`src/rtl/sensor_emu_pkg.sv`:
```
`timescale 1ns/1ps
package sensor_emu_pkg;

   typedef enum logic [1:0] {
      RG_DARK = 2'd0,
      RG_EDGE = 2'd1,
      RG_LIVE = 2'd2
   } region_t;

   typedef enum logic [1:0] {
      SC_IDLE = 2'd0,
      SC_LINE = 2'd1,
      SC_HBLK = 2'd2,
      SC_VBLK = 2'd3
   } scan_t;

   // Dark wins over everything, live needs both axes live.
   function automatic region_t merge_region(region_t a, region_t b);
      if (a == RG_DARK || b == RG_DARK) return RG_DARK;
      if (a == RG_LIVE && b == RG_LIVE) return RG_LIVE;
      return RG_EDGE;
   endfunction

endpackage

```
`src/rtl/region_decode.sv`:
```
`timescale 1ns/1ps
module region_decode
   import sensor_emu_pkg::*;
#(
   parameter int N  = 2752,
   parameter int E0 = 10,
   parameter int E1 = 16,
   parameter int E2 = 2608,
   parameter int E3 = 2618,
   parameter int W  = 12
) (
   input  logic [W-1:0] coord,
   output region_t      kind
);
   localparam logic [W-1:0] B0 = W'(E0);
   localparam logic [W-1:0] B1 = W'(E1);
   localparam logic [W-1:0] B2 = W'(E2);
   localparam logic [W-1:0] B3 = W'(E3);

   initial begin
      edge_order_chk: assert (E0 >= 0 && E0 <= E1 && E1 <= E2 && E2 <= E3 && E3 <= N)
         else $error("region edges out of order");
      edge_width_chk: assert (N < (1 << W))
         else $error("coordinate width too small");
   end

   always_comb begin
      if (coord < B0)      kind = RG_DARK;
      else if (coord < B1) kind = RG_EDGE;
      else if (coord < B2) kind = RG_LIVE;
      else if (coord < B3) kind = RG_EDGE;
      else                 kind = RG_DARK;
   end
endmodule

```
`src/rtl/scan_ctrl.sv`:
```
`timescale 1ns/1ps
module scan_ctrl
   import sensor_emu_pkg::*;
#(
   parameter int CW = 12,
   parameter int RW = 11,
   parameter int BW = 12
) (
   input  logic          clk,
   input  logic          rst_n,
   input  logic          single_shot,
   input  logic          trigger,
   input  logic [CW-1:0] col_i,
   input  logic [RW-1:0] row_i,
   input  logic [CW-1:0] w_i,
   input  logic [RW-1:0] h_i,
   input  logic [BW-1:0] hb_i,
   input  logic [BW-1:0] vb_i,
   output logic          fv,
   output logic          lv,
   output logic [CW-1:0] px,
   output logic [RW-1:0] ln,
   output logic [CW-1:0] col0,
   output logic [RW-1:0] row0
);
   scan_t         state;
   logic [BW-1:0] bcnt;
   logic [CW-1:0] w_q;
   logic [RW-1:0] h_q;
   logic [BW-1:0] hb_q, vb_q;

   logic [CW:0] px_nxt;
   logic [RW:0] ln_nxt;
   logic [BW:0] b_nxt;
   logic        px_last, ln_last, hb_last, vb_last, start;

   initial begin
      scan_width_chk: assert (CW > 0 && RW > 0 && BW > 0)
         else $error("scan widths must be positive");
   end

   assign px_nxt  = {1'b0, px} + (CW+1)'(1);
   assign ln_nxt  = {1'b0, ln} + (RW+1)'(1);
   assign b_nxt   = {1'b0, bcnt} + (BW+1)'(1);
   // a zero count ends on its first cycle, so it acts as one
   assign px_last = px_nxt >= {1'b0, w_q};
   assign ln_last = ln_nxt >= {1'b0, h_q};
   assign hb_last = b_nxt  >= {1'b0, hb_q};
   assign vb_last = b_nxt  >= {1'b0, vb_q};

   assign start = (state == SC_IDLE && (!single_shot || trigger)) ||
                  (state == SC_VBLK && vb_last && !single_shot);

   always_ff @(posedge clk) begin
      if (!rst_n) begin
         state <= SC_IDLE;
         px    <= '0;
         ln    <= '0;
         bcnt  <= '0;
         col0  <= '0;
         row0  <= '0;
         w_q   <= '0;
         h_q   <= '0;
         hb_q  <= '0;
         vb_q  <= '0;
      end else if (start) begin
         state <= SC_LINE;
         px    <= '0;
         ln    <= '0;
         bcnt  <= '0;
         col0  <= col_i;
         row0  <= row_i;
         w_q   <= w_i;
         h_q   <= h_i;
         hb_q  <= hb_i;
         vb_q  <= vb_i;
      end else begin
         unique case (state)
            SC_LINE: begin
               if (px_last) begin
                  px    <= '0;
                  bcnt  <= '0;
                  state <= ln_last ? SC_VBLK : SC_HBLK;
               end else begin
                  px <= px_nxt[CW-1:0];
               end
            end
            SC_HBLK: begin
               if (hb_last) begin
                  state <= SC_LINE;
                  ln    <= ln_nxt[RW-1:0];
               end else begin
                  bcnt <= b_nxt[BW-1:0];
               end
            end
            SC_VBLK: begin
               if (vb_last) state <= SC_IDLE;
               else         bcnt  <= b_nxt[BW-1:0];
            end
            default: state <= SC_IDLE;
         endcase
      end
   end

   assign lv = (state == SC_LINE);
   assign fv = (state == SC_LINE) || (state == SC_HBLK);


   cfg_hold_chk: assert property (@(posedge clk) disable iff (!rst_n)
      (fv && $past(fv)) |-> ($stable(col0) && $stable(row0) && $stable(w_q) &&
                             $stable(h_q) && $stable(hb_q)));


   px_range_chk: assert property (@(posedge clk) disable iff (!rst_n)
      lv |-> (px < w_q || px == '0));


   idle_hold_chk: assert property (@(posedge clk) disable iff (!rst_n)
      (state == SC_IDLE && single_shot && !trigger) |=> (state == SC_IDLE && !fv));


   frame_origin_chk: assert property (@(posedge clk) disable iff (!rst_n)
      $rose(fv) |-> (lv && px == '0 && ln == '0));
endmodule

```
`src/rtl/pattern_fmt.sv`:
```
`timescale 1ns/1ps
module pattern_fmt
   import sensor_emu_pkg::*;
#(
   parameter int DATA_W  = 12,
   parameter int CW      = 12,
   parameter int RW      = 11,
   parameter int COLS    = 2752,
   parameter int ROWS    = 2004,
   parameter int C_EDGE0 = 10,
   parameter int C_LIVE0 = 16,
   parameter int C_EDGE1 = 2608,
   parameter int C_DARK1 = 2618,
   parameter int R_EDGE0 = 50,
   parameter int R_LIVE0 = 54,
   parameter int R_EDGE1 = 1998,
   parameter int R_DARK1 = 2002
) (
   input  logic              clk,
   input  logic              rst_n,
   input  logic              lv,
   input  logic [CW-1:0]     col,
   input  logic [RW-1:0]     row,
   input  logic              px_odd,
   input  logic              ln_odd,
   output logic [DATA_W-1:0] dout
);
   localparam int LOW_W = DATA_W - 4;

   region_t       col_kind, row_kind, kind;
   logic [LOW_W-1:0] low;

   initial begin
      data_width_chk: assert (DATA_W >= 5)
         else $error("data word too narrow for the pattern");
   end

   region_decode #(.N(COLS), .E0(C_EDGE0), .E1(C_LIVE0), .E2(C_EDGE1),
                   .E3(C_DARK1), .W(CW)) u_col_dec (.coord(col), .kind(col_kind));
   region_decode #(.N(ROWS), .E0(R_EDGE0), .E1(R_LIVE0), .E2(R_EDGE1),
                   .E3(R_DARK1), .W(RW)) u_row_dec (.coord(row), .kind(row_kind));

   assign kind = merge_region(col_kind, row_kind);

   generate
      if (LOW_W <= CW) begin : g_slice
         assign low = col[LOW_W-1:0];
      end else begin : g_pad
         assign low = {{(LOW_W-CW){1'b0}}, col};
      end
   endgenerate

   assign dout = lv ? {kind, ln_odd, px_odd, low} : '0;


   region_code_chk: assert property (@(posedge clk) disable iff (!rst_n)
      lv |-> (dout[DATA_W-1 -: 2] != 2'b11));


   chan_col_alt_chk: assert property (@(posedge clk) disable iff (!rst_n)
      (lv && $past(lv)) |-> (dout[DATA_W-4] != $past(dout[DATA_W-4])));


   chan_row_hold_chk: assert property (@(posedge clk) disable iff (!rst_n)
      (lv && $past(lv)) |-> $stable(dout[DATA_W-3]));
endmodule

```
`src/rtl/sensor_readout_emu.sv`:
```
`timescale 1ns/1ps
module sensor_readout_emu
   import sensor_emu_pkg::*;
#(
   parameter int COLS    = 2752,
   parameter int ROWS    = 2004,
   parameter int C_EDGE0 = 10,
   parameter int C_LIVE0 = 16,
   parameter int C_EDGE1 = 2608,
   parameter int C_DARK1 = 2618,
   parameter int R_EDGE0 = 50,
   parameter int R_LIVE0 = 54,
   parameter int R_EDGE1 = 1998,
   parameter int R_DARK1 = 2002,
   parameter int DATA_W  = 12,
   parameter int BLANK_W = 12,
   localparam int CW     = $clog2(COLS + 1),
   localparam int RW     = $clog2(ROWS + 1)
) (
   input  logic               clk,
   input  logic               rst_n,
   input  logic               single_shot,
   input  logic               trigger,
   input  logic [CW-1:0]      win_col,
   input  logic [RW-1:0]      win_row,
   input  logic [CW-1:0]      win_width,
   input  logic [RW-1:0]      win_height,
   input  logic [BLANK_W-1:0] hblank,
   input  logic [BLANK_W-1:0] vblank,
   output logic               fv,
   output logic               lv,
   output logic [DATA_W-1:0]  dout
);
   logic [CW-1:0] px, col0, phys_col;
   logic [RW-1:0] ln, row0, phys_row;

   scan_ctrl #(.CW(CW), .RW(RW), .BW(BLANK_W)) u_scan (
      .clk(clk), .rst_n(rst_n), .single_shot(single_shot), .trigger(trigger),
      .col_i(win_col), .row_i(win_row), .w_i(win_width), .h_i(win_height),
      .hb_i(hblank), .vb_i(vblank),
      .fv(fv), .lv(lv), .px(px), .ln(ln), .col0(col0), .row0(row0)
   );

   assign phys_col = col0 + px;
   assign phys_row = row0 + ln;

   pattern_fmt #(
      .DATA_W(DATA_W), .CW(CW), .RW(RW), .COLS(COLS), .ROWS(ROWS),
      .C_EDGE0(C_EDGE0), .C_LIVE0(C_LIVE0), .C_EDGE1(C_EDGE1), .C_DARK1(C_DARK1),
      .R_EDGE0(R_EDGE0), .R_LIVE0(R_LIVE0), .R_EDGE1(R_EDGE1), .R_DARK1(R_DARK1)
   ) u_fmt (
      .clk(clk), .rst_n(rst_n), .lv(lv), .col(phys_col), .row(phys_row),
      .px_odd(px[0]), .ln_odd(ln[0]), .dout(dout)
   );
endmodule

```
`config.mk`:
```
export PLATFORM = sky130hd
export DESIGN_NAME = sensor_readout_emu
export DESIGN_NICKNAME = d
export VERILOG_FILES = /design/src/rtl/sensor_emu_pkg.sv /design/src/rtl/region_decode.sv /design/src/rtl/scan_ctrl.sv /design/src/rtl/pattern_fmt.sv /design/src/rtl/sensor_readout_emu.sv
export SDC_FILE = /design/constraint.sdc
export NUM_CORES = 1
export LEC_CHECK = 0
export BUFFER_PORTS_ARGS = -buffer_cell sky130_fd_sc_hd__buf_2
export CELL_PAD_IN_SITES_DETAIL_PLACEMENT = 1
export CELL_PAD_IN_SITES_GLOBAL_PLACEMENT = 2
export CORE_MARGIN = 8
export CORE_UTILIZATION = 31
export DETAILED_ROUTE_END_ITERATION = 16
export PLACE_DENSITY = 0.78
export SLEW_MARGIN = 20
export SYNTH_ARGS = -nofsm -noshare
export SYNTH_HDL_FRONTEND = slang
export SYNTH_HIERARCHICAL = 1
export SYNTH_SLANG_ARGS = --single-unit
export TNS_END_PERCENT = 20
```
`constraint.sdc`:
```
create_clock -name clk -period 3.8 [get_ports clk]
set_clock_uncertainty 0.2 [all_clocks]
set_input_delay 1.14 -clock clk [delete_from_list [all_inputs] [get_ports clk]]
set_output_delay 1.14 -clock clk [all_outputs]
set_load 0.01 [all_outputs]
```
Yosys cells after proc, flatten, opt, wreduce, memory -nomap -nowiden. Index checks and enable logic that the tools add are counted.

Memories: 0. Bits of input ports: 74. Output and inout port bits: 14. Bits in latches: 0. Memory bits (writable): 0. Bits in read-only memories: 0. Register bits: 107. Logic and storage cells: 87.

Multiply operators: 0. Mux-type cells: 27. Reduce and logical (&&, ||, !) cells: 18. Div/mod/pow operators: 0. Bitwise gates (word level): 1. Shift-type cells: 0. Add/subtract/negate cells: 5. Order comparisons: 12. Equality and inequality tests: 13.

Operators with widths (count): 12-bit two-way mux (5); 13-bit by 12-bit >= comparator with 1-bit output (3); 12-bit case mux with 3 select lines (1); 12-bit by 1-bit adder with 13-bit output (second input constant) (2); 2-bit two-way mux (13); 12-bit < comparator (second input constant) (2); 11-bit < comparator (second input constant) (2); 11-bit by 6-bit < comparator with 1-bit output (second input constant) (2); 11-bit by 1-bit adder with 12-bit output (second input constant) (1); 12-bit adder (1); 12-bit by 11-bit >= comparator with 1-bit output (1); 12-bit by 4-bit < comparator with 1-bit output (second input constant) (1); 12-bit by 5-bit < comparator with 1-bit output (second input constant) (1); 11-bit adder (1); 2-bit equality test (second input constant) (4); 1-bit two-way mux (7); 2-bit zero test (3); 2-bit != test (second input constant) (3); 3-bit by 1-bit != test with 1-bit output (second input constant) (2); 2-bit case mux with 3 select lines (1); 3-bit AND reduction (2); 1-bit logical AND (4); 1-bit logical OR (4); 2-bit by 1-bit != test with 1-bit output (second input constant) (2); other kinds (8) (8).

Longest topological paths before layout. Gate-level depths: netlist (run 1).

Word-level depth: 13. Mapped depth: 16. Depth with buffers taken out: 14.

Modules after synthesis. Netlist (run 1), hierarchy kept.

Modules (own cells, without submodules): scan_ctrl (sequential area each 2142.1 um2, instances 1, cells each 736, area each 5750.5 um2); sensor_readout_emu (sequential area each 0.0 um2, instances 1, cells each 114, area each 933.4 um2); region_decode at u_fmt.u_row_dec (sequential area each 0.0 um2, instances 1, cells each 13, area each 116.4 um2); pattern_fmt (sequential area each 0.0 um2, instances 1, cells each 16, area each 115.1 um2); region_decode at u_fmt.u_col_dec (sequential area each 0.0 um2, instances 1, cells each 10, area each 91.3 um2).

Worst setup path after synthesis (run 1). No wires, ideal clock.

Path type: register to output. Start point: register u_scan.px[0]. End point: output dout[11]. Slack: -0.512 ns. Path buffers: 0. Cell stages (with the launch flop): 13. Data required time: 2.460 ns. Arrival time: 2.972 ns. Path through: dfxtp_1 -> ha_1 -> fa_1 -> a211oi_1 -> o21bai_1 -> a2111oi_0 -> nor3_1 -> xor2_1 -> nor4_4 -> a21oi_1 -> a21oi_1 -> nand2_1 -> nor4b_2.

Elaborated cells on any way between the ends: 20. Those cells by class: add/sub (1); order compare (4); eq/ne (1); mux (11); reduce/logical (3).

RTL lines: from (decl) (line scan_ctrl.sv:21) `output logic [CW-1:0] px,`; from (signal assigned) (line scan_ctrl.sv:85) `px <= px_nxt[CW-1:0];`; 12-bit adder * (line sensor_readout_emu.sv:44) `assign phys_col = col0 + px;`; via phys_col[8] (line sensor_readout_emu.sv:34) `logic [CW-1:0] px, col0, phys_col;`; 12-bit < comparator (line region_decode.sv:30) `else if (coord < B2) kind = RG_LIVE;`; 2-bit two-way mux (line region_decode.sv:30); 2-bit two-way mux (line region_decode.sv:29) `else if (coord < B1) kind = RG_EDGE;`; 2-bit two-way mux * (line region_decode.sv:28) `if (coord < B0) kind = RG_DARK;`; via u_fmt.col_kind[1] (line pattern_fmt.sv:30) `region_t col_kind, row_kind, kind;`; 2-bit equality test (line sensor_emu_pkg.sv:20) `if (a == RG_LIVE && b == RG_LIVE) return RG_LIVE;`; 1-bit logical AND (line sensor_emu_pkg.sv:20); 1-bit two-way mux (2 in series) (line sensor_emu_pkg.sv:20); 2-bit two-way mux (line sensor_emu_pkg.sv:21) `return RG_EDGE;`; 2-bit two-way mux * (line sensor_emu_pkg.sv:20); 12-bit two-way mux * (line pattern_fmt.sv:53) `assign dout = lv ? {kind, ln_odd, px_odd, low} : '0;`; to (decl) (line sensor_readout_emu.sv:32) `output logic [DATA_W-1:0] dout`.

The timed path passes the listed nets; every way through them passes the cells marked *. The select of a mux whose other input is x is not followed.

Worst setup path after layout (run 1).
Start point: register u_scan.ln[0]. End point: output dout[11].

Cells in the longest elaborated chain, start to end: 13. Elaborated cells on any way between the ends: 20. Those cells by class: add/sub (1); order compare (4); eq/ne (1); mux (11); reduce/logical (3).

Ends and longest elaborated chain: from (decl) (line scan_ctrl.sv:22) `output logic [RW-1:0] ln,`; from (signal assigned) (line scan_ctrl.sv:91) `ln <= ln_nxt[RW-1:0];`; 11-bit adder * (line sensor_readout_emu.sv:45) `assign phys_row = row0 + ln;`; via phys_row[10] (line sensor_readout_emu.sv:35) `logic [RW-1:0] ln, row0, phys_row;`; 11-bit < comparator (line region_decode.sv:31) `else if (coord < B3) kind = RG_EDGE;`; 1-bit two-way mux (line region_decode.sv:31); 2-bit two-way mux (line region_decode.sv:30); 2-bit two-way mux (line region_decode.sv:29); 2-bit two-way mux * (line region_decode.sv:28); via u_fmt.row_kind[0] (line pattern_fmt.sv:30); 2-bit equality test (line sensor_emu_pkg.sv:20); 1-bit logical AND (line sensor_emu_pkg.sv:20); 1-bit two-way mux (2 in series) (line sensor_emu_pkg.sv:20); 2-bit two-way mux (line sensor_emu_pkg.sv:21); 2-bit two-way mux * (line sensor_emu_pkg.sv:20); 12-bit two-way mux * (line pattern_fmt.sv:53).

Marks and branches as above.

==> flow_summary.json, run 1 <==
{
  "status": "complete, but fails checks",
  "violations": "setup timing",
  "synth-adder-area-share_pct": 14.0,
  "drcViolationCount": 0,
  "power_density_mw_per_mm2": 581,
  "yosysMostFrequentCell": "nand2_1",
  "cts-buffers-inserted": 9,
  "synth_mux_area_share_pct": 0.714,
  "worstReg2RegStart": "u_scan/bcnt[0]$_SDFFE_PP0P_",
  "synthSimpleGateAreaFrac_pct": 22.2,
  "yosysTopAreaCellShare_pct": 30.6,
  "synth_seq_area_share_pct": 30.6,
  "wl_mm": 21.3,
  "cp.arrival_ns": 3.40,
  "place_area_mm2": 0.00846,
  "antenna_found_initial": 1,
  "relSlewSlack_pct": 55.0,
  "synthCells": 889,
  "ys.warnings.count": 6,
  "num_vias": 6686,
  "cp_cell_sequence": "ha_4, inv_2, fa_2, nor2b_1, o21a_1, a31o_4, o221a_4, xnor2_2, or4_4, nor2_4, buf_6, a2bb2oi_2, buf_4, nor4b_4, buf_2",
  "power_leakage_uw": 0.00410,
  "first_pass_iters": 4,
  "clockPowerShare_pct": 19.2,
  "port_buffers": 87,
  "cts_tree": "done",
  "grtUsageTotal_pct": 15.5,
  "finalCriticalPeriod_ns": 4.74,
  "die_area_mm2": 0.0277,
  "p_switching_uw": 2230,
  "critPathCaptureType": "output pin",
  "syn_avg_cell_area_um2": 7.88,
  "rsz0062_at_grt": "true",
  "rows": 55,
  "synthXorXnorAreaFrac_pct": 6.87,
  "cp_top_family": "simple AND/OR/NAND/NOR gates",
  "fmax_ghz": 0.211,
  "worstSkewPairLatency_ns": 0.36,
  "cts_max_level": 3,
  "rrSetupSlack_ns": 0.18,
  "finalCritPeriodShare_pct": 125,
  "synth_compound_area_share_pct": 20.1,
  "cap_violations": 0,
  "drtIter0Drc": 196,
  "start_util_pct": 31.2,
  "power_frac_seq_pct": 28.9,
  "grt_pass1_wl_mm": 35.7,
  "ioPinCount": 88,
  "syn_area_mm2": 0.00701,
  "hold_viol_final": 0,
  "async_reset_ff_share_pct": 0,
  "final_util_pct": 40.3,
  "synth_top_family_by_area": "simple AND/OR/NAND/NOR gates",
  "cp-start-kind": "flip-flop",
  "r2r_cells": 15,
  "synth_fp_nets": 1040,
  "cpPeakStageDelay_ns": 0.57,
  "finalInstanceArea_mm2": 0.00903,
  "yosys.cell_types.count": 68,
  "synth_edf_count": 0,
  "area_growth_pct": 28.9,
  "path_buf_inv": 4,
  "die_y_um": 166,
  "worst_slew_pin_slew_ns": 0.676,
  "hold_class": "flip-flop to flip-flop",
  "routed_via_density": 4.96,
  "crit_fanout": 3,
  "path_clk_slew_ns": 0.08,
  "worstSetupEndpoint": "dout[11]",
  "slew_viol_final": 0,
  "fillers": 2742,
  "dp_hpwl_mm": 16.4,
  "drive_gt1_share_pct": 26.4,
  "wl_per_cell_um": 15.8,
  "yosys.area.top_type": "dfxtp_1",
  "die_x_um": 166,
  "fin_ws_ns": -0.942,
  "cts.sinks": 107,
  "peakVddDrop_mv": 0.304,
  "overflow": 0,
  "fin_cells": 1347,
  "synthTopCellsByCount": "nand2_1, dfxtp_1, a21oi_1",
  "coreArea_mm2": 0.0224,
  "required_ns": 2.46,
  "gp_congestion": 0.796,
  "grt_max_degree": 51,
  "ys.flop_type": "dfxtp_1",
  "crit_type": "flip-flop to output pin",
  "antenna_cells": 0,
  "swShare_pct": 42.4,
  "synth.area.top_cells": "dfxtp_1, ha_1, nand2_1",
  "finalSetupViolCount": 3,
  "antenna_left": 0,
  "cp.depth": 15,
  "worstSetupStartpoint": "u_scan/ln[0]$_SDFFE_PP0P_",
  "first_global_vias": 7192,
  "cp_slowest_cell": "or4_4",
  "dp.cells": 1325,
  "p_int_uw": 3030,
  "combinationalPowerShare_pct": 51.9,
  "synth-seq-cells": 107,
  "cts-root-buf": "clkbuf_16",
  "regToRegEndpoint": "u_scan/bcnt[4]$_SDFFE_PP0P_",
  "ctsHoldBuffers": 0,
  "worstHoldStart": "u_scan/w_q[9]$_SDFFE_PN0P_",
  "worst_hold_slack_ns": 0.258,
  "fin_nets": 1208,
  "clock_tree.buffer_depth": 2
}
-- tightest hold or removal path, stage by stage (launching register included) --
cell and delay [ns]:
dfxtp_1 0.31, nand2_1 0.05, a21oi_1 0.05
-- state kept, by name (all words and copies together) (netlist names) --
register	cells
u_scan/vb_q	12
u_scan/state	2
u_scan/col0	12
u_scan/hb_q	12
u_scan/w_q	12
u_scan/row0	11
u_scan/ln	11
u_scan/h_q	11
u_scan/px	12
u_scan/bcnt	12
-- placed cells by master (no fill, tap or decap), types with 4 or more instances in the layout --
cell type and n:
buf_2 87, o211ai_1 8, nand2b_1 4, ha_1 71, xor2_1 23, or3_1 7, inv_1 58, dfxtp_2 4
o21ai_1 4, a22oi_1 4, o21a_1 10, o21ai_0 21, o31ai_1 6, nand2_1 188, dfxtp_1 103, buf_4 102
a21oi_1 101, a2111oi_2 4, nand3_1 29, o311ai_0 6, xnor2_1 23, and2_2 10, and3_1 9, a21o_1 11
clkbuf_16 9, xnor2_2 8, mux2i_1 5, a21boi_0 5, nor2_1 29, a21oi_2 6, and2_1 5, nor2b_1 6
nand4_1 14, nor3_1 5
-- timing repair --
item,4_1_cts,5_1_grt
resized for setup,12,33
pin swaps,14,15
setup endpoints to repair,4,75
setup buffers,2,4
gates cloned,0,0
-- worst min path at each step --
stage | endpoint | slack, ns | depth (start not counted)
2_1_floorplan | u_scan/h_q[10]$_SDFFE_PN0P_ | 0.24 | 2
3_3_place_gp | u_scan/w_q[9]$_SDFFE_PN0P_ | 0.24 | 2
3_5_place_dp | u_scan/hb_q[11]$_SDFFE_PN0P_ | 0.25 | 2
4_1_cts | u_scan/hb_q[11]$_SDFFE_PN0P_ | 0.26 | 2
5_1_grt | u_scan/hb_q[11]$_SDFFE_PN0P_ | 0.28 | 2
6_report | u_scan/w_q[9]$_SDFFE_PN0P_ | 0.26 | 2
-- cells by family after synthesis --
group / after synthesis
simple gates: 332
compound gates: 217
flops: 107
buf+inv: 96
fa+ha+maj: 77
xor+xnor: 55
mux: 5
-- stage by stage --
stage	setup WS, ns	total power [µW]	setup TNS, ns
floorplan	-0.342	3180	-0.654
global placement	-0.501	4150	-0.984
detailed placement	-0.631	4200	-1.19
CTS	-0.929	5290	-1.95
global route	-1.13	5720	-2.47
finish	-0.942	5250	-1.90
-- final cells by class --
cell class	count	area (µm²)	area share [%]
clock inverter	7	91.3	1.01
inverter	60	225	2.49
timing repair buffer	193	1270	14.1
multi-input combinational	686	4720	52.2
tap	285	357	3.95
sequential	107	2150	23.8
clock buffer	9	225	2.49
-- power groups by stage --
stage	clock network, µW	registers (µW)	logic [µW]
final	1010	1520	2730
after global routing	1100	1550	3070
after CTS	1060	1520	2710
after detailed placement	0	1540	2660
after global placement	0	1530	2620
after floorplan	0	1500	1680
-- routing by layer --
layer / part of all wire, % / GRT usage, %
met1: 46 / 18.8
met2: 50 / 27.8
met3: 2.5 / 3.16
met4: 1.5 / 3.49
met5: 0.061 / 0
(Power assumes the default switching activity.)
==> run 2, diff against run 1 <==
--- a/config.mk
+++ b/config.mk
@@ -12,5 +12,5 @@
 export CORE_UTILIZATION = 31
 export DETAILED_ROUTE_END_ITERATION = 16
-export PLACE_DENSITY = 0.78
+export PLACE_DENSITY_LB_ADDON = 0.1
 export SLEW_MARGIN = 20
 export SYNTH_ARGS = -nofsm -noshare
==> constraint.sdc (replaced) <==
create_clock -name clk -period 3.8 [get_ports clk]
set_clock_uncertainty 0.2 [all_clocks]
set_input_delay 0.38 -clock clk [delete_from_list [all_inputs] [get_ports clk]]
set_output_delay 0.38 -clock clk [all_outputs]
set_load 0.01 [all_outputs]
==> run 2 against run 1 <==
  * The flow still finishes with violations (setup timing)
  * Power is 4.0% higher
  * Count of clock-buffer cells in the layout is 1 higher
  * Global-route usage is 0.39 points lower
  * Combinational power is 4% higher
  * Via count is 1.9% lower
  * Critical path type unchanged
  * Critical endpoint is now dout[10]
  * Largest cell class unchanged
  * Largest power group unchanged
==> flow_summary.json, run 2 (synthesized netlist as in run 1, its figures left out) <==
{
  "drive_gt1_share_pct": 22.5,
  "rsz0062_at_grt": "true",
  "cp.arrival_ns": 3.36,
  "power_uw": 5460,
  "overflow": 0,
  "fmax_ghz": 0.254,
  "worst_slew_pin_slew_ns": 0.551,
  "num_vias": 6560,
  "regToRegEndpoint": "u_scan/bcnt[4]$_SDFFE_PP0P_",
  "cts-root-buf": "clkbuf_16",
  "layout_common_cells": "nand2_1, a21oi_1, dfxtp_1, buf_2, ha_1",
  "antenna_cells": 0,
  "slew_viol_final": 0,
  "crit_type": "flip-flop to output pin",
  "start_util_pct": 31.2,
  "cts.sinks": 107,
  "power_leakage_uw": 0.00384,
  "clock_tree.buffer_depth": 2,
  "finalSetupViolCount": 2,
  "cts_tree": "done",
  "wl_per_cell_um": 16.9,
  "worstSkewPairLatency_ns": 0.36,
  "grtUsageMet2_pct": 26.1,
  "peakVddDrop_mv": 0.235,
  "cts-buffers-inserted": 9,
  "met1_usage_pct": 19.4,
  "drtIter0Drc": 236,
  "cap_violations": 0,
  "first_pass_iters": 4,
  "crit_fanout": 3,
  "port_buffers": 87,
  "finalCritPeriodShare_pct": 104,
  "worstSetupEndpoint": "dout[10]",
  "cp-start-kind": "flip-flop",
  "swShare_pct": 42.8,
  "power_frac_seq_pct": 28.0,
  "hold_viol_final": 0,
  "regArea_mm2": 0.00215,
  "layout_commonest_cell": "nand2_1",
  "first_global_vias": 6820,
  "gp_congestion": 0.744,
  "coreArea_mm2": 0.0224,
  "dp_hpwl_mm": 16.3,
  "p_int_uw": 3130,
  "status": "complete, but fails checks",
  "drcViolationCount": 0,
  "globalRoute.busiestLayer": "met2",
  "required_ns": 3.22,
  "fillers": 2787,
  "die_area_mm2": 0.0277,
  "p_switching_uw": 2340,
  "relSlewSlack_pct": 63.2,
  "antenna_found_initial": 0,
  "multiInputGateArea_mm2": 0.00465,
  "clockPowerShare_pct": 19.9,
  "rrSetupSlack_ns": 0.25,
  "path_clk_slew_ns": 0.08,
  "fin_ws_ns": -0.142,
  "combinationalPowerShare_pct": 52.1,
  "fin_nets": 1167,
  "area_growth_pct": 24.7,
  "power_density_mw_per_mm2": 625,
  "finalCriticalPeriod_ns": 3.94,
  "worstSetupStartpoint": "u_scan/ln[0]$_SDFFE_PP0P_",
  "wl_mm": 22.1,
  "finalSetupTns_ns": -0.202,
  "die_y_um": 166,
  "routed_via_density": 5.02,
  "worstReg2RegStart": "u_scan/bcnt[0]$_SDFFE_PP0P_",
  "grt_pass1_wl_mm": 34.6,
  "die_x_um": 166,
  "critPathCaptureType": "output pin",
  "grtUsageTotal_pct": 15.1,
  "antenna_left": 0,
  "ioPinCount": 88,
  "r2r_cells": 13,
  "worstHoldStart": "win_col[9]",
  "cts_max_level": 3,
  "hold_class": "primary input to flip-flop",
  "rows": 55,
  "grt_max_degree": 58,
  "met3_usage_pct": 2.54,
  "violations": "setup timing"
}
## run 2: changes by cell type in the layout (fill, tap and decap cells not counted), sizes merged
| cell | delta |
|---|---|
| buf | -43 |
| bufinv | +1 |
| clkbuf | +3 |
| inv | -2 |
## run 2: how the worst min path moves through the flow
stage | depth (start not counted) | slack, ns | end
finish | 3 | 0.05 | u_scan/col0[9]$_SDFFE_PN0P_
global route | 3 | 0.05 | u_scan/w_q[10]$_SDFFE_PN0P_
CTS | 3 | 0.03 | u_scan/col0[9]$_SDFFE_PN0P_
detailed placement | 2 | 0.25 | u_scan/vb_q[1]$_SDFFE_PN0P_
global placement | 2 | 0.24 | u_scan/vb_q[7]$_SDFFE_PN0P_
floorplan | 2 | 0.24 | u_scan/h_q[10]$_SDFFE_PN0P_
## run 2: area by class of cell
class / instances / share of cell area (%)
Clock buffer: 10 / 2.74
Clock inverter: 6 / 1.10
Inverter: 60 / 2.58
Multi-Input combinational cell: 686 / 53.2
Sequential cell: 107 / 24.6
Tap cell: 285 / 4.08
Timing Repair Buffer: 152 / 11.7
## run 2: critical path, cell delays in order, from the launching register on
cell and delay (ns):
dfxtp_2 0.34, ha_4 0.16, inv_2 0.05, fa_2 0.21
nor2b_2 0.05, o21a_1 0.19, a31o_4 0.27, o41ai_4 0.21
xnor2_1 0.13, or4_4 0.56, nor2_4 0.10, o21a_1 0.19
o21ba_4 0.18, o211ai_1 0.17, nand2_1 0.07, buf_2 0.13
## run 2: metal layers
metal  vias up  routed length (µm)
li1       3342                   -
met1      3131               10700
met2        70               10500
met3        17                 580
met4         0                 286
met5         -                   0
## run 2: per-stage QoR
stage / setup WS [ns] / hold WS (ns) / std cells / cell area [µm²] / utilization [%]
floorplan: 0.212 / 0.236 / 889 / 7010 / -
global placement: 0.0642 / 0.245 / 1282 / 8140 / 36.3
detailed placement: 0.0348 / 0.249 / 1282 / 8140 / 36.3
CTS: -0.219 / 0.0298 / 1300 / 8550 / 38.1
global route: -0.332 / 0.0481 / 1306 / 8740 / 38.9
finish: -0.142 / 0.0477 / 1306 / 8740 / 38.9
## run 2: power by group through the flow
| stage | Combinational (µW) | Clock, µW | Sequential [µW] |
|---|---|---|---|
| 2_1_floorplan | 1650 | 0 | 1500 |
| 3_3_place_gp | 2580 | 0 | 1550 |
| 3_5_place_dp | 2590 | 0 | 1550 |
| 4_1_cts | 2680 | 1130 | 1530 |
| 5_1_grt | 3160 | 1160 | 1570 |
| 6_report | 2850 | 1090 | 1530 |
## run 2: repair_timing
action / 4_1_cts / 5_1_grt
pin swaps: 4 / 15
gates resized for setup: 12 / 26
setup buffers: 2 / 4
setup endpoints to repair: 2 / 81
gates cloned: 0 / 2
hold buffers: 0 / 0
